==> config.mk <==
export PLATFORM = sky130hd
export DESIGN_NAME = tmr_bank
export DESIGN_NICKNAME = d
export VERILOG_FILES = /design/src/rtl/tmr_pkg.sv /design/src/rtl/tmr_reload.sv /design/src/rtl/tmr_stamp.sv /design/src/rtl/tmr_bank.sv
export SDC_FILE = /design/constraint.sdc
export NUM_CORES = 1
export LEC_CHECK = 0
export BUFFER_PORTS_ARGS = -buffer_cell sky130_fd_sc_hd__buf_2
export CAP_MARGIN = 25
export CELL_PAD_IN_SITES_DETAIL_PLACEMENT = 1
export CELL_PAD_IN_SITES_GLOBAL_PLACEMENT = 1
export CORE_MARGIN = 10
export CORE_UTILIZATION = 50
export CTS_CLUSTER_SIZE = 12
export DETAILED_ROUTE_END_ITERATION = 6
export GPL_TIMING_DRIVEN = 0
export HOLD_SLACK_MARGIN = 0.05
export PLACE_DENSITY = 0.94
export SYNTH_ARGS = -nofsm -noshare
export SYNTH_HDL_FRONTEND = slang
export SYNTH_HIERARCHICAL = 1
export SYNTH_SLANG_ARGS = --single-unit
==> constraint.sdc <==
create_clock -name clk -period 4.2 [get_ports clk]
set_input_delay 0.42 -clock clk [delete_from_list [all_inputs] [get_ports clk]]
set_output_delay 0.42 -clock clk [all_outputs]
set_load 0.05 [all_outputs]
==> src/rtl/tmr_pkg.sv <==
package tmr_pkg;

   // register offsets inside one reloading-timer group
   localparam int unsigned OFS_LOAD = 'h0;
   localparam int unsigned OFS_VAL  = 'h4;
   localparam int unsigned OFS_CTRL = 'h8;
   localparam int unsigned OFS_CLR  = 'hC;

   // group bases and stamp registers
   localparam int unsigned BASE_T1  = 'h00;
   localparam int unsigned BASE_T2  = 'h20;
   localparam int unsigned BASE_T3  = 'h80;
   localparam int unsigned STAMP_LO = 'h60;
   localparam int unsigned STAMP_HI = 'h64;

   // control field positions
   localparam int unsigned CTL_EN   = 7;
   localparam int unsigned CTL_PER  = 6;
   localparam int unsigned CTL_FAST = 3;
   localparam int unsigned STAMP_EN = 8;

   typedef struct packed {
      logic en;
      logic periodic;
      logic fast;
   } tmr_ctrl_t;

endpackage

==> src/rtl/tmr_reload.sv <==
module tmr_reload
   import tmr_pkg::*;
#(
   parameter int unsigned CNT_W  = 16,
   parameter int unsigned DATA_W = 32,
   parameter int unsigned ADDR_W = 8,
   parameter int unsigned BASE   = 0
) (
   input  logic              clk,
   input  logic              rst_n,
   input  logic              wr_en,
   input  logic [ADDR_W-1:0] addr,
   input  logic [DATA_W-1:0] wdata,
   input  logic              tick_slow,
   input  logic              tick_fast,
   output logic              rd_hit,
   output logic [DATA_W-1:0] rd_word,
   output logic              irq
);

   localparam logic [ADDR_W-1:0] A_LOAD = ADDR_W'(BASE + OFS_LOAD);
   localparam logic [ADDR_W-1:0] A_VAL  = ADDR_W'(BASE + OFS_VAL);
   localparam logic [ADDR_W-1:0] A_CTRL = ADDR_W'(BASE + OFS_CTRL);
   localparam logic [ADDR_W-1:0] A_CLR  = ADDR_W'(BASE + OFS_CLR);

   if (CNT_W < 2 || CNT_W > DATA_W) begin : g_bad_width
      $error("tmr_reload: CNT_W must lie in 2..DATA_W");
   end
   if (DATA_W <= CTL_EN) begin : g_bad_data
      $error("tmr_reload: DATA_W too narrow for control field");
   end

   logic [CNT_W-1:0] load_q;
   logic [CNT_W-1:0] cnt_q;
   tmr_ctrl_t        ctrl_q;
   logic             irq_q;

   logic wr_load, wr_ctrl, wr_clr;
   logic tick_sel, step, under;
   logic unused_wbits;

   assign wr_load  = wr_en && (addr == A_LOAD);
   assign wr_ctrl  = wr_en && (addr == A_CTRL);
   assign wr_clr   = wr_en && (addr == A_CLR);
   assign tick_sel = ctrl_q.fast ? tick_fast : tick_slow;
   assign step     = ctrl_q.en && tick_sel && !wr_load;
   assign under    = step && (cnt_q == '0);
   assign unused_wbits = ^wdata;

   always_ff @(posedge clk) begin
      if (!rst_n) begin
         load_q <= '0;
         cnt_q  <= '0;
         ctrl_q <= '0;
         irq_q  <= 1'b0;
      end else begin
         if (wr_load) begin
            load_q <= wdata[CNT_W-1:0];
            cnt_q  <= wdata[CNT_W-1:0];
         end else if (step) begin
            if (under) cnt_q <= ctrl_q.periodic ? load_q : '1;
            else       cnt_q <= cnt_q - 1'b1;
         end
         if (wr_ctrl) begin
            ctrl_q.en       <= wdata[CTL_EN];
            ctrl_q.periodic <= wdata[CTL_PER];
            ctrl_q.fast     <= wdata[CTL_FAST];
         end
         if (under)       irq_q <= 1'b1;
         else if (wr_clr) irq_q <= 1'b0;
      end
   end

   assign irq = irq_q;

   always_comb begin
      rd_hit  = 1'b0;
      rd_word = '0;
      unique case (addr)
         A_LOAD: begin rd_hit = 1'b1; rd_word[CNT_W-1:0] = load_q; end
         A_VAL:  begin rd_hit = 1'b1; rd_word[CNT_W-1:0] = cnt_q;  end
         A_CTRL: begin
            rd_hit = 1'b1;
            rd_word[CTL_EN]   = ctrl_q.en;
            rd_word[CTL_PER]  = ctrl_q.periodic;
            rd_word[CTL_FAST] = ctrl_q.fast;
         end
         A_CLR:  rd_hit = 1'b1;
         default: ;
      endcase
   end


   load_copy_chk: assert property (@(posedge clk) disable iff (!rst_n)
      wr_load |=> (cnt_q == $past(wdata[CNT_W-1:0])) && (load_q == cnt_q));


   hold_off_chk: assert property (@(posedge clk) disable iff (!rst_n)
      (!ctrl_q.en && !wr_load) |=> $stable(cnt_q));


   reload_chk: assert property (@(posedge clk) disable iff (!rst_n)
      (under && ctrl_q.periodic) |=> (cnt_q == $past(load_q)) && irq_q);


   wrap_chk: assert property (@(posedge clk) disable iff (!rst_n)
      (under && !ctrl_q.periodic) |=> (&cnt_q) && irq_q);


   sticky_chk: assert property (@(posedge clk) disable iff (!rst_n)
      (irq_q && !wr_clr) |=> irq_q);


   rise_at_zero_chk: assert property (@(posedge clk) disable iff (!rst_n)
      $rose(irq_q) |-> ($past(cnt_q) == '0));

endmodule

==> src/rtl/tmr_stamp.sv <==
module tmr_stamp
   import tmr_pkg::*;
#(
   parameter int unsigned STAMP_W = 40,
   parameter int unsigned DATA_W  = 32,
   parameter int unsigned ADDR_W  = 8
) (
   input  logic              clk,
   input  logic              rst_n,
   input  logic              wr_en,
   input  logic              rd_en,
   input  logic [ADDR_W-1:0] addr,
   input  logic [DATA_W-1:0] wdata,
   input  logic              tick,
   output logic              rd_hit,
   output logic [DATA_W-1:0] rd_word
);

   localparam int unsigned HI_W = STAMP_W - DATA_W;
   localparam logic [ADDR_W-1:0] A_LO = ADDR_W'(STAMP_LO);
   localparam logic [ADDR_W-1:0] A_HI = ADDR_W'(STAMP_HI);

   if (STAMP_W <= DATA_W || HI_W > STAMP_EN) begin : g_bad_width
      $error("tmr_stamp: upper part must be 1..STAMP_EN bits");
   end
   if (DATA_W <= STAMP_EN) begin : g_bad_data
      $error("tmr_stamp: DATA_W too narrow for enable bit");
   end

   logic [STAMP_W-1:0] cnt_q;
   logic [HI_W-1:0]    hi_q;
   logic               en_q;
   logic               rd_lo, wr_hi;
   logic               unused_wbits;

   assign rd_lo = rd_en && (addr == A_LO);
   assign wr_hi = wr_en && (addr == A_HI);
   assign unused_wbits = ^wdata;

   always_ff @(posedge clk) begin
      if (!rst_n) begin
         cnt_q <= '0;
         hi_q  <= '0;
         en_q  <= 1'b0;
      end else begin
         if (en_q && tick) cnt_q <= cnt_q + 1'b1;
         if (rd_lo)        hi_q  <= cnt_q[STAMP_W-1:DATA_W];
         if (wr_hi)        en_q  <= wdata[STAMP_EN];
      end
   end

   always_comb begin
      rd_hit  = 1'b0;
      rd_word = '0;
      if (addr == A_LO) begin
         rd_hit  = 1'b1;
         rd_word = cnt_q[DATA_W-1:0];
      end else if (addr == A_HI) begin
         rd_hit = 1'b1;
         rd_word[HI_W-1:0] = hi_q;
         rd_word[STAMP_EN] = en_q;
      end
   end


   snap_chk: assert property (@(posedge clk) disable iff (!rst_n)
      rd_lo |=> (hi_q == $past(cnt_q[STAMP_W-1:DATA_W])));


   snap_hold_chk: assert property (@(posedge clk) disable iff (!rst_n)
      !rd_lo |=> $stable(hi_q));


   stamp_off_chk: assert property (@(posedge clk) disable iff (!rst_n)
      !en_q |=> $stable(cnt_q));


   stamp_step_chk: assert property (@(posedge clk) disable iff (!rst_n)
      (en_q && tick) |=> (cnt_q == $past(cnt_q) + 1'b1));

endmodule

==> src/rtl/tmr_bank.sv <==
module tmr_bank
   import tmr_pkg::*;
#(
   parameter int unsigned ADDR_W  = 8,
   parameter int unsigned DATA_W  = 32,
   parameter int unsigned T1_W    = 16,
   parameter int unsigned T2_W    = 16,
   parameter int unsigned T3_W    = 32,
   parameter int unsigned STAMP_W = 40
) (
   input  logic              clk,
   input  logic              rst_n,
   input  logic              wr_en,
   input  logic              rd_en,
   input  logic [ADDR_W-1:0] addr,
   input  logic [DATA_W-1:0] wdata,
   output logic [DATA_W-1:0] rdata,
   input  logic              tick_slow,
   input  logic              tick_fast,
   input  logic              tick_stamp,
   output logic [2:0]        irq
);

   localparam int unsigned NUM_RL = 3;
   localparam int unsigned RL_W    [NUM_RL] = '{T1_W, T2_W, T3_W};
   localparam int unsigned RL_BASE [NUM_RL] = '{BASE_T1, BASE_T2, BASE_T3};

   if (ADDR_W < 8) begin : g_bad_addr
      $error("tmr_bank: ADDR_W must cover the 0x8C register");
   end

   logic [DATA_W-1:0] rl_word [NUM_RL];
   logic [NUM_RL-1:0] rl_hit;
   logic [DATA_W-1:0] st_word;
   logic              st_hit;
   logic [DATA_W-1:0] rd_next;

   for (genvar g = 0; g < NUM_RL; g++) begin : g_rl
      tmr_reload #(
         .CNT_W  (RL_W[g]),
         .DATA_W (DATA_W),
         .ADDR_W (ADDR_W),
         .BASE   (RL_BASE[g])
      ) u_rl (
         .clk       (clk),
         .rst_n     (rst_n),
         .wr_en     (wr_en),
         .addr      (addr),
         .wdata     (wdata),
         .tick_slow (tick_slow),
         .tick_fast (tick_fast),
         .rd_hit    (rl_hit[g]),
         .rd_word   (rl_word[g]),
         .irq       (irq[g])
      );
   end

   tmr_stamp #(
      .STAMP_W (STAMP_W),
      .DATA_W  (DATA_W),
      .ADDR_W  (ADDR_W)
   ) u_stamp (
      .clk     (clk),
      .rst_n   (rst_n),
      .wr_en   (wr_en),
      .rd_en   (rd_en),
      .addr    (addr),
      .wdata   (wdata),
      .tick    (tick_stamp),
      .rd_hit  (st_hit),
      .rd_word (st_word)
   );

   always_comb begin
      rd_next = '0;
      for (int i = 0; i < NUM_RL; i++) begin
         if (rl_hit[i]) rd_next = rd_next | rl_word[i];
      end
      if (st_hit) rd_next = rd_next | st_word;
   end

   always_ff @(posedge clk) begin
      if (!rst_n)     rdata <= '0;
      else if (rd_en) rdata <= rd_next;
   end


   one_hit_chk: assert property (@(posedge clk) disable iff (!rst_n)
      $onehot0({rl_hit, st_hit}));


   rdata_hold_chk: assert property (@(posedge clk) disable iff (!rst_n)
      !rd_en |=> $stable(rdata));

endmodule

# Word-level counts from Yosys, hierarchy flattened
# Cells that the tools add are included.
# Widths: inputs -> output; s select.
dict set report classes {
  n_addsub 4
  multipliers 0
  div 0
  order_cmp 0
  n_eq_ne 13
  shifts 0
  mux 48
  bitwise 3
  n_reduce_logical 37
}
# op n
set op_table {}
lappend op_table {{$mux 32} 6}
lappend op_table {{$mux 16} 10}
lappend op_table {{$or 32x32->32} 2}
lappend op_table {{$pmux 24 s2} 1}
lappend op_table {{$add 40x1->40 const B} 1}
lappend op_table {{$eq 8x6->1 const B} 4}
lappend op_table {{$eq 8x8->1 const B} 4}
lappend op_table {{$logic_not 16->1} 2}
lappend op_table {{$logic_not 32->1} 1}
lappend op_table {{$pmux 8 s2} 2}
lappend op_table {{$sub 16x1->16 const B} 2}
lappend op_table {{$sub 32x1->32 const B} 1}
lappend op_table {{$mux 23} 1}
lappend op_table {{$logic_and 1x1->1} 21}
lappend op_table {{$mux 9} 2}
lappend op_table {{$pmux 2 s3} 3}
lappend op_table {{$pmux 3 s2} 3}
lappend op_table {{$eq 8x4->1 const B} 2}
lappend op_table {{$eq 8x7->1 const B} 2}
lappend op_table {{$or 16x16->16} 1}
lappend op_table {{$mux 1} 14}
lappend op_table {{$pmux 2 s2} 3}
lappend op_table {{$reduce_bool 2->1} 6}
lappend op_table {{$reduce_or 4->1} 3}
lappend op_table {{other kinds (4)} 8}
dict set report totals {
  reg_bits 221
  latch_bits 0
  mem_bits_rw 0
  romBits 0
  input_bits 47
  elab_cells 127
  n_memories 0
}

# Longest topological paths before layout
# Gate-level depths: netlist of the first run.
dict set report depth {
  ltp_word 10
  ltp_mapped 9
  mapped_depth_nobuf 7
}

# Modules after synthesis
# The synthesis of the first run kept the hierarchy.
# module n_inst cells_each area_per_inst_um2
set modules_own_cells {}
lappend modules_own_cells {{tmr_reload at g_rl[2].u_rl} 1 502 4013.8}
lappend modules_own_cells {tmr_stamp 1 309 2621.3}
lappend modules_own_cells {{tmr_reload at g_rl[1].u_rl} 1 304 2337.2}
lappend modules_own_cells {{tmr_reload at g_rl[0].u_rl} 1 291 2257.2}
lappend modules_own_cells {tmr_bank 1 182 1630.3}

# Worst setup path after synthesis of the first run
# No wires, ideal clock.
dict set report synth_timing {
  path_type {register -> register}
  start {reg g_rl[2].u_rl.cnt_q[0]}
  end {reg g_rl[2].u_rl.cnt_q[14]}
  setup_ns 0.122
  arrival_time_ns 2.281
  t_required_ns 4.078
  path_slack_ns 1.797
  path_stages_with_launch 9
  cell_sequence {dfxtp_1 inv_1 ha_1 nor4b_2 nand4_2 or4_4 buf_6 o211ai_1 a21oi_1}
}
dict set report synth_via {
  elab_chain_cells 5
  word_cells_on_any_way 6
}
# item line
set synth_lines {}
lappend synth_lines {{start: declaration} tmr_reload.sv:34} ;# logic [CNT_W-1:0] cnt_q;
lappend synth_lines {{start signal: assignment} tmr_reload.sv:59} ;# cnt_q <= wdata[CNT_W-1:0];
lappend synth_lines {{start signal: assignment} tmr_reload.sv:61} ;# if (under) cnt_q <= ctrl_q.periodic ? load_q : '1;
lappend synth_lines {{start signal: assignment} tmr_reload.sv:62} ;# else cnt_q <= cnt_q - 1'b1;
lappend synth_lines {{branches (longest 2 deep; another with $sub 32x1->32)} n/a}
lappend synth_lines {{$mux 32 *} tmr_reload.sv:61}
lappend synth_lines {{$mux 32 *} tmr_reload.sv:60} ;# end else if (step) begin
lappend synth_lines {{$mux 32 *} tmr_reload.sv:57} ;# if (wr_load) begin
# Every way passes the cells marked *. The select of a mux whose other input is x is not followed.
# A chain may end at the register's enable or synchronous reset.

# Final worst setup path of the first run
dict set report layout_timing {
  start {reg g_rl[2].u_rl.cnt_q[0]}
  end {reg g_rl[2].u_rl.cnt_q[16]}
}
# The elaborated chain is that of the path after synthesis.

==> results.py, run 1 <==
metrics = {
    "run_status": {
        "status": "complete, no violations",
    },
    "drt": {
        "ant_nets": 0,
        "first_pass_iters": 7,
        "via_count": 13896,
        "via_per_inst": 6.700,
        "wl_per_cell_um": 26.35,
        "drc": 0,
        "drtIter0Drc": 1543,
        "wl_um": 54640,
    },
    "clocking": {
        "path_clk_slew_ps": 60,
        "post_cts_buffers": 0,
        "cts_hold_buffers": 0,
        "insertion_delay_ps": 540,
        "ctsLongestPathBuffers": 3,
        "cts_tree": "yes",
        "cts-root-buf": "clkbuf_16",
        "post_cts_resized": 0,
        "clock_sinks": 221,
        "cts_buffers": 26,
        "htreeDepth": 1,
    },
    "grt": {
        "antenna_found_initial": 1,
        "grt_pass1_wl_um": 83220,
        "grt_max_degree": 17,
        "gr-total-overflow": 0,
        "grt.total_usage_pct": 31.54,
        "grt_pass1_vias": 14143,
    },
    "die": {
        "die_w_um": 180.4,
        "dieArea_um2": 32540,
        "num_rows": 58,
        "core_um2": 25250,
        "die_h_um": 180.4,
        "num_io_pins": 82,
        "start_util_pct": 50.92,
    },
    "placement": {
        "dp_hpwl_um": 37960,
        "gp_congestion": 0.9589,
        "place_area_um2": 13790,
        "io_buffers": 80,
        "dpl_worst_slack_ps": 573.8,
    },
    "synth": {
        "ys_warn_count": 6,
        "synth_seq_area_share_pct": 34.40,
        "synthFlopType": "dfxtp_1",
        "synth_area_leaders": "dfxtp_1 34%, nand2_1 5.9%, a21oi_1 4.4%",
        "synth_top_area_share_pct": 34.40,
        "synth_cell_types": 90,
        "synth.avg_cell_area_um2": 8.098,
        "ys_ff_latch": 221,
        "synth_edf_count": 0,
        "synth_cells": 1588,
        "synth_common_cells": "221 x dfxtp_1, 201 x nand2_1, 129 x nor2_1",
        "synth_area_leader_cell": "dfxtp_1",
        "synth.cell_area_um2": 12860,
        "synth_most_common_cell": "dfxtp_1",
        "postSynth.asyncResetShare_pct": 0,
    },
    "power_and_ir_drop": {
        "power_leakage_nw": 5.593,
        "vdd_ir_drop_max_v": 0.0003211,
        "power_density_nw_per_um2": 331.1,
    },
    "cells_and_area": {
        "final_layout_size_suffix_gt1_share_pct": 15.14,
        "area_growth_pct": 13.96,
        "diodes": 0,
        "fin_nets": 1778,
        "finish.instance_area_um2": 14660,
    },
    "setup_path": {
        "startpoint_type": "flip-flop",
        "critical_path_required_ps": 4600,
        "cp.arrival_ps": 3660,
        "rr_worst_depth": 8,
        "path_max_fanout": 8,
        "cpMaxStageDelayCell": "nor4b_2",
        "critical_path_class": "reg2reg",
        "slowest_delay_ps": 650,
        "cp-end-kind": "flip-flop",
        "crit_chain": "inv_1 -> ha_1 -> nor4b_2 -> nand4_1 -> or4_1 -> clkbuf_1 -> o211ai_1 -> a31oi_1",
    },
    "timing": {
        "worst_pin_slew_ps": 905.5,
        "max_freq_mhz": 306.8,
        "finalCritPeriodShare_pct": 77.60,
        "tns_ps": 0,
        "fin_crit_ps": 3259,
        "post-route-worst-setup-slack_ps": 940.6,
        "slew_viol_final": 0,
        "hold_viol_final": 0,
        "setup_viol": 0,
        "slew_headroom_pct": 39.41,
        "rsz0062_at_grt": "false",
        "fin_skew_ps": 10.83,
    },
    "min_path": {
        "min-delay-path-class": "in2reg",
        "hold_depth": 3,
    },
    "run": {
        "cap_violations": 0,
    },
}
-- worst max-delay path: cells and delay by family, from the launching register on --
family,cells,cell delay (ps)
flops,1,360
fa+ha+maj,1,240
simple gates,3,1690
buf+inv,2,450
compound gates,2,390
-- per-stage QoR --
step | total power, W | hold WS, ps | util, % | instances
5_1_grt | 0.004943 | 142.6 | 58.03 | 2074
3_5_place_dp | 0.002526 | 459.2 | 54.59 | 2028
6_report | 0.004852 | 136.7 | 58.03 | 2074
2_1_floorplan | 0.002386 | 436.0 | - | 1618
3_3_place_gp | 0.002517 | 446.7 | 54.59 | 2028
4_1_cts | 0.004839 | 128.1 | 58.01 | 2073
-- flip-flops by register name, indices dropped and copies added, names as in the netlist --
register	flops
u_stamp/cnt_q	40
rdata	32
g_rl.u_rl/ctrl_q	9
g_rl.u_rl/irq	3
u_stamp/hi_q	8
g_rl.u_rl/cnt_q	64
g_rl.u_rl/load_q	64
u_stamp/en_q	1
-- layer usage --
layer	routed length, um	GRT usage [%]
met5	18	0
met1	21160	38.43
met4	3305	16.77
met3	5022	6.044
met2	25140	51.62
-- cell usage in the layout (no fill, tap or decap), drive strengths merged, types with 5 or more instances in the layout --
cell,count
or4,12
nor3b,8
and4,7
nand4,30
and3,8
a211o,7
nand3,50
o21ai,76
a211oi,19
clkbuf,107
nor4b,12
o221ai,14
xor2,28
clkinv,9
mux2i,31
inv,24
nand2b,6
nor4,40
buf,161
nand2,202
a22o,55
and2,30
nor2,129
xnor2,47
o211ai,19
conb,32
nor3,46
dfxtp,221
a31oi,51
a22oi,64
or3,18
o31ai,5
o21a,5
a21oi,113
-- worst paths after layout --
check | start | end | slack, ps
worst max register to register | g_rl[2].u_rl/cnt_q[0]$_SDFFE_PN0P_ | g_rl[2].u_rl/cnt_q[16]$_SDFFE_PN0P_ | 940
worst min register to register | u_stamp/hi_q[7]$_SDFFE_PN0P_ | u_stamp/hi_q[7]$_SDFFE_PN0P_ | 470
worst max-delay path | g_rl[2].u_rl/cnt_q[0]$_SDFFE_PN0P_ | g_rl[2].u_rl/cnt_q[16]$_SDFFE_PN0P_ | 940
worst min-delay path | wdata[30] | g_rl[2].u_rl/load_q[30]$_SDFFE_PN0P_ | 140
-- power by group --
group          internal [W]  switching, W
sequential          0.00211     0.0000196
combinational      0.000107      0.000258
clock               0.00139      0.000963
total               0.00361       0.00124
-- layout make-up --
type | instances | area, um2
Inverter | 26 | 97.59
Buffer | 152 | 928.4
Clock inverter | 9 | 95.09
Clock buffer | 36 | 769.5
Fill cell | 3132 | 10600
Tap cell | 330 | 412.9
Multi-Input combinational cell | 1219 | 7522
Timing Repair Buffer | 81 | 405.4
Sequential cell | 221 | 4424
-- logic make-up (layout without fill, tap and decap cells) --
group,after synthesis,after routing,share of synthesized area (%)
simple gates,616,616,25.69
compound gates,457,457,23.61
flops,221,221,34.40
buf+inv,178,304,7.978
xor+xnor,75,75,5.108
mux,35,35,2.763
fa+ha+maj,4,4,0.3892
other cells,2,32,0.05840
No activity file was read; power rests on OpenSTA's default activity.
==> run 2, diff against run 1 <==
--- a/config.mk
+++ b/config.mk
@@ -10,12 +10,12 @@
 export CELL_PAD_IN_SITES_DETAIL_PLACEMENT = 1
 export CELL_PAD_IN_SITES_GLOBAL_PLACEMENT = 1
 export CORE_MARGIN = 10
-export CORE_UTILIZATION = 50
+export CORE_UTILIZATION = 46
 export CTS_CLUSTER_SIZE = 12
 export DETAILED_ROUTE_END_ITERATION = 6
 export GPL_TIMING_DRIVEN = 0
 export HOLD_SLACK_MARGIN = 0.05
-export PLACE_DENSITY = 0.94
+export PLACE_DENSITY = 0.88
 export SYNTH_ARGS = -nofsm -noshare
 export SYNTH_HDL_FRONTEND = slang
 export SYNTH_HIERARCHICAL = 1
==> constraint.sdc (replaced) <==
create_clock -name clk -period 3.13 [get_ports clk]
set_input_delay 0.313 -clock clk [delete_from_list [all_inputs] [get_ports clk]]
set_output_delay 0.313 -clock clk [all_outputs]
set_load 0.05 [all_outputs]
==> results.py, run 2 (synthesis results as in run 1) <==
metrics = {
    "run": {
        "cap_violations": 0,
    },
    "drt": {
        "wl_per_cell_um": 24.97,
        "via_count": 13822,
        "ant_nets": 0,
        "first_pass_iters": 5,
        "wl_um": 53510,
        "drtIter0Drc": 1446,
        "via_per_inst": 6.450,
        "drc": 0,
    },
    "setup_path": {
        "critical_path_class": "reg2reg",
        "startpoint_type": "flip-flop",
        "critical_path_required_ps": 3530,
        "cp.arrival_ps": 3490,
        "path_max_fanout": 10,
        "cp-end-kind": "flip-flop",
    },
    "die": {
        "die_h_um": 187.2,
        "num_rows": 61,
        "start_util_pct": 46.42,
        "dieArea_um2": 35040,
        "die_w_um": 187.2,
        "num_io_pins": 82,
        "core_um2": 27710,
    },
    "power_and_ir_drop": {
        "p_comb_share_pct": 7.3,
        "p_sw_share_pct": 24.87,
        "power_leakage_nw": 5.713,
        "p_int_w": 0.005133,
        "seq_power_share_pct": 41.9,
        "power_density_nw_per_um2": 455.9,
        "pwr-share-clk_pct": 50.8,
        "p_sw_w": 0.001699,
        "vdd_ir_drop_max_v": 0.0003704,
    },
    "timing": {
        "rsz0062_at_grt": "false",
        "fin_crit_ps": 3087,
        "tns_ps": 0,
        "max_freq_mhz": 324.0,
        "finalCritPeriodShare_pct": 98.61,
        "fin_skew_ps": 22.10,
        "hold_viol_final": 0,
        "fin_hold_ws_ps": 70.22,
        "slew_headroom_pct": 35.55,
        "worst_pin_slew_ps": 957.9,
        "slew_viol_final": 0,
        "setup_viol": 0,
    },
    "clocking": {
        "cts-root-buf": "clkbuf_16",
        "cts_buffers": 28,
        "htreeDepth": 1,
        "insertion_delay_ps": 570,
        "path_clk_slew_ps": 80,
        "clock_sinks": 221,
        "cts_tree": "yes",
        "ctsLongestPathBuffers": 3,
    },
    "cells_and_area": {
        "reg_top3": "g_rl.u_rl/cnt_q x64, g_rl.u_rl/load_q x64, u_stamp/cnt_q x40",
        "area_growth_pct": 16.54,
        "fin_nets": 1794,
        "finish.instance_area_um2": 14990,
        "final_layout_size_suffix_gt1_share_pct": 15.14,
        "postLayoutCoreUtil_pct": 54.09,
        "final_cell_mix": "221 x dfxtp_1, 201 x nand2_1, 129 x nor2_1",
        "final_common_cell": "dfxtp_1",
    },
    "placement": {
        "io_buffers": 80,
        "dp_hpwl_um": 37940,
        "place_area_um2": 13850,
        "gp_congestion": 0.9532,
    },
    "run_status": {
        "status": "complete, no violations",
    },
    "grt": {
        "antenna_found_initial": 1,
        "grt_pass1_vias": 14178,
        "gr-total-overflow": 0,
        "grt_pass1_wl_um": 82680,
        "grt_max_degree": 17,
        "grt.total_usage_pct": 29.17,
    },
    "min_path": {
        "min-delay-path-class": "in2reg",
    },
}
==> run 2: changes by cell type in the layout (fill, tap and decap cells not counted), moves of 2 or more <==
cell / before / now
clkbuf_1: 67 / 71
clkinv_2: 7 / 3
bufinv_16: 2 / 4
clkinv_4: 0 / 2
dlygate4sd3_1: 0 / 14
clkbuf_16: 27 / 29
==> run 2: layout make-up <==
| type | instances | area (um2) |
|---|---|---|
| inverters | 26 | 97.59 |
| plain buffers | 152 | 929.6 |
| flip-flops and latches | 221 | 4424 |
| well taps | 378 | 473.0 |
| clock inverters | 9 | 152.6 |
| clock buffers | 42 | 824.5 |
| fillers | 3425 | 12720 |
| multi-input cells | 1219 | 7537 |
| diodes | 1 | 2.502 |
| repair buffers | 95 | 545.5 |
==> run 2: critical path: stages (launching register included) <==
cell and delay (ps):
dfxtp_1 300, clkbuf_1 200, nor4_1 870, nand4_1 290, nor4_4 340, nor2_1 150
buf_2 260, a211oi_1 540
==> run 2: final timing paths <==
| kind | endpoint | cells after the start | slack, ps | start |
|---|---|---|---|---|
| worst max register to register | g_rl[2].u_rl/cnt_q[26]$_SDFFE_PN0P_ | 7 | 40 | g_rl[2].u_rl/cnt_q[19]$_SDFFE_PN0P_ |
| worst min-delay path | g_rl[2].u_rl/load_q[17]$_SDFFE_PN0P_ | 3 | 70 | wdata[17] |
| worst min register to register | u_stamp/hi_q[1]$_SDFFE_PN0P_ | 2 | 470 | u_stamp/hi_q[1]$_SDFFE_PN0P_ |
| worst max-delay path | g_rl[2].u_rl/cnt_q[26]$_SDFFE_PN0P_ | 7 | 40 | g_rl[2].u_rl/cnt_q[19]$_SDFFE_PN0P_ |
==> run 2: repair_timing <==
item | in CTS | in global routing
buffers inserted | 0 | 0
hold endpoints to repair | 14 | 0
endpoints found under the setup margin | 0 | 16
gates resized for setup | 0 | 4
hold buffers | 14 | 0
==> run 2: through the flow <==
step | setup slack, ps | power, W | std cells
final | 43.50 | 0.006833 | 2143
after floorplan | 727.0 | 0.003201 | 1618
after global placement | -313.2 | 0.003379 | 2076
after detailed placement | -350.9 | 0.003388 | 2076
after global routing | 0.3546 | 0.006973 | 2142
after CTS | 58.35 | 0.006791 | 2141
==> run 2: power by group through the flow <==
| stage | clock network (W) | registers [W] | logic (W) |
|---|---|---|---|
| 2_1_floorplan | 0 | 0.00298 | 0.000218 |
| 4_1_cts | 0.00344 | 0.00286 | 0.000483 |
| 6_report | 0.00347 | 0.00287 | 0.000497 |
| 3_5_place_dp | 0 | 0.00292 | 0.000463 |
| 3_3_place_gp | 0 | 0.00292 | 0.000454 |
| 5_1_grt | 0.00359 | 0.00286 | 0.000522 |
==> run 2: per-layer routing <==
metal	track usage [%]	up-vias	routed length, um
li1	-	6088	-
met1	35.82	6833	21380
met2	49.20	720	25100
met3	4.157	181	4306
met4	13.93	0	2716
met5	0	-	0
==> run 3, diff against run 2 <==
--- a/config.mk
+++ b/config.mk
@@ -9,14 +9,14 @@
 export CAP_MARGIN = 25
 export CELL_PAD_IN_SITES_DETAIL_PLACEMENT = 1
 export CELL_PAD_IN_SITES_GLOBAL_PLACEMENT = 1
+export CORE_ASPECT_RATIO = 1.5
 export CORE_MARGIN = 10
 export CORE_UTILIZATION = 46
 export CTS_CLUSTER_SIZE = 12
 export DETAILED_ROUTE_END_ITERATION = 6
 export GPL_TIMING_DRIVEN = 0
 export HOLD_SLACK_MARGIN = 0.05
-export PLACE_DENSITY = 0.88
+export PLACE_DENSITY = 0.8
 export SYNTH_ARGS = -nofsm -noshare
 export SYNTH_HDL_FRONTEND = slang
-export SYNTH_HIERARCHICAL = 1
 export SYNTH_SLANG_ARGS = --single-unit
==> results.py, run 3 <==
metrics = {
    "run_status": {
        "status": "complete, no violations",
    },
    "synth": {
        "ys_warn_count": 0,
        "synth_seq_area_share_pct": 37.61,
        "ys_ff_latch": 221,
        "synth_edf_count": 0,
        "postSynth.asyncResetShare_pct": 0,
        "synth_cell_types": 68,
        "synth_most_common_cell": "nand2_1",
        "synth_area_leader_cell": "dfxtp_1",
        "synth_area_leaders": "dfxtp_1 38%, nand2_1 7.6%, a21oi_1 4.8%",
        "synth_cells": 1504,
        "synthFlopType": "dfxtp_1",
        "synth_top_area_share_pct": 37.61,
        "synth.avg_cell_area_um2": 7.822,
        "synth.cell_area_um2": 11770,
        "syn_nets": 1556,
        "synth_common_cells": "237 x nand2_1, 221 x dfxtp_1, 112 x a21oi_1",
    },
    "placement": {
        "io_buffers": 76,
        "place_inst": 1914,
        "gp_congestion": 1.014,
        "dp_hpwl_um": 41100,
    },
    "cells_and_area": {
        "diodes": 0,
        "fin_nets": 1676,
        "reg_top3": "g_rl.u_rl.cnt_q x64, g_rl.u_rl.load_q x64, u_stamp.cnt_q x40",
        "final_layout_size_suffix_gt1_share_pct": 10.02,
        "final_common_cell": "nand2_1",
        "final-instance-count-excl-fill": 1965,
        "final_cell_mix": "237 x nand2_1, 221 x dfxtp_1, 112 x a21oi_1",
        "area_growth_pct": 14.46,
    },
    "power_and_ir_drop": {
        "power_leakage_nw": 4.816,
        "total_power_w": 0.006336,
        "power_density_nw_per_um2": 470.5,
        "vdd_ir_drop_max_v": 0.0004606,
    },
    "timing": {
        "tns_ps": 0,
        "max_freq_mhz": 325.9,
        "rsz0062_at_grt": "false",
        "slew_headroom_pct": 19.43,
        "hold_viol_final": 0,
        "slew_viol_final": 0,
        "fin_crit_ps": 3068,
        "setup_viol": 0,
        "finalCritPeriodShare_pct": 98.02,
        "worst_pin_slew_ps": 1198,
        "fin_skew_ps": 13.59,
    },
    "clocking": {
        "insertion_delay_ps": 540,
        "cts-root-buf": "clkbuf_16",
        "htreeDepth": 1,
        "ctsLongestPathBuffers": 3,
        "path_clk_slew_ps": 60,
        "cts_buffers": 24,
        "clock_sinks": 221,
        "cts_tree": "yes",
    },
    "grt": {
        "gr-total-overflow": 0,
        "grt_pass1_vias": 13294,
        "grt_pass1_wl_um": 81190,
        "antenna_found_initial": 0,
        "grt_max_degree": 13,
        "grt.total_usage_pct": 32.45,
    },
    "setup_path": {
        "cp-end-kind": "flip-flop",
        "critical_path_class": "reg2reg",
        "path_max_fanout": 10,
        "startpoint_type": "flip-flop",
        "slowest_delay_ps": 960,
        "cp.arrival_ps": 3490,
        "reg2reg_slack_ps": 60,
        "cpMaxStageDelayCell": "nor4_1",
        "critical_path_required_ps": 3560,
        "path_delay_family": "simple AND/OR/NAND/NOR gates",
        "crit_chain": "clkbuf_1 -> or4_1 -> nor4_1 -> and4_1 -> o21ai_0 -> a32o_1",
        "crit_buf_inv": 1,
    },
    "die": {
        "num_io_pins": 82,
        "num_rows": 71,
        "dieArea_um2": 32510,
        "die_h_um": 215.9,
        "start_util_pct": 46.80,
        "core_um2": 25140,
        "die_w_um": 150.6,
    },
    "drt": {
        "ant_nets": 0,
        "via_count": 13141,
        "via_per_inst": 6.688,
        "drtIter0Drc": 933,
        "wl_per_cell_um": 27.85,
        "wl_um": 54730,
        "drc": 0,
        "first_pass_iters": 7,
    },
    "min_path": {
        "min-delay-path-class": "in2reg",
    },
    "run": {
        "cap_violations": 0,
    },
}
==> run 3: routing by layer <==
metal,vias up,part of all wire (%),global-route usage (%)
met5,-,0,0
met4,0,11,28.41
met3,241,7.5,5.759
met2,685,47,52.95
met1,6394,35,35.13
li1,5821,-,-
==> run 3: logic make-up after synthesis <==
group	Yosys count	share of synthesized area (%)
muxes	25	2.180
adders and majority gates	5	0.5317
buffers and inverters	142	4.796
and+or+nand+nor	625	26.25
AOI/OAI and AO/OA	437	24.99
xor gates and xnor gates	49	3.648
DFF	221	37.60
==> run 3: path summary, 6_finish.rpt <==
kind	from	end	cells after the start
setup reg to reg	g_rl[2].u_rl.cnt_q[2]$_SDFFE_PN0P_	g_rl[2].u_rl.cnt_q[21]$_SDFFE_PN0P_	6
hold / removal	wdata[26]	g_rl[2].u_rl.load_q[26]$_SDFFE_PN0P_	3
hold reg to reg	g_rl[2].u_rl.load_q[29]$_SDFFE_PN0P_	g_rl[2].u_rl.load_q[29]$_SDFFE_PN0P_	2
setup / recovery	g_rl[2].u_rl.cnt_q[2]$_SDFFE_PN0P_	g_rl[2].u_rl.cnt_q[21]$_SDFFE_PN0P_	6
==> run 3: power breakdown <==
group	switching, W	internal [W]	total, W
sequential	0.0000300	0.00284	0.00287
combinational	0.000501	0.000201	0.000702
clock	0.00122	0.00155	0.00277
total	0.00175	0.00458	0.00634
==> run 3: tightest hold or removal path: stages <==
cell and delay, ps:
buf_2 90, nand2_1 70, a21oi_1 60
==> run 3: what timing repair did <==
action / in CTS / in global routing
buffers inserted: 2 / 3
hold endpoints to repair: 6 / 0
endpoints found under the setup margin: 32 / 11
pin swaps: 1 / 2
resized for setup: 5 / 4
hold buffers: 6 / 0
==> run 3: area by class of cell <==
class	instances	area (um2)
buffer	123	496.7
clock buffer	37	709.4
clock inverter	2	21.27
fill	3217	11670
inverter	19	71.32
multi-input combinational	1141	6815
sequential	221	4424
tap	328	410.4
timing repair buffer	94	518.0
==> run 3: metrics by stage <==
| stage | area (um2) | setup slack (ps) | util [%] | hold WS, ps |
|---|---|---|---|---|
| 2_1_floorplan | 11770 | 427.2 | - | 432.9 |
| 3_3_place_gp | 12560 | -600.6 | 49.94 | 453.1 |
| 3_5_place_dp | 12600 | -645.5 | 50.13 | 464.9 |
| 4_1_cts | 13430 | 87.13 | 53.41 | 52.30 |
| 5_1_grt | 13470 | 6.330 | 53.57 | 82.81 |
| 6_report | 13470 | 61.96 | 53.57 | 56.59 |
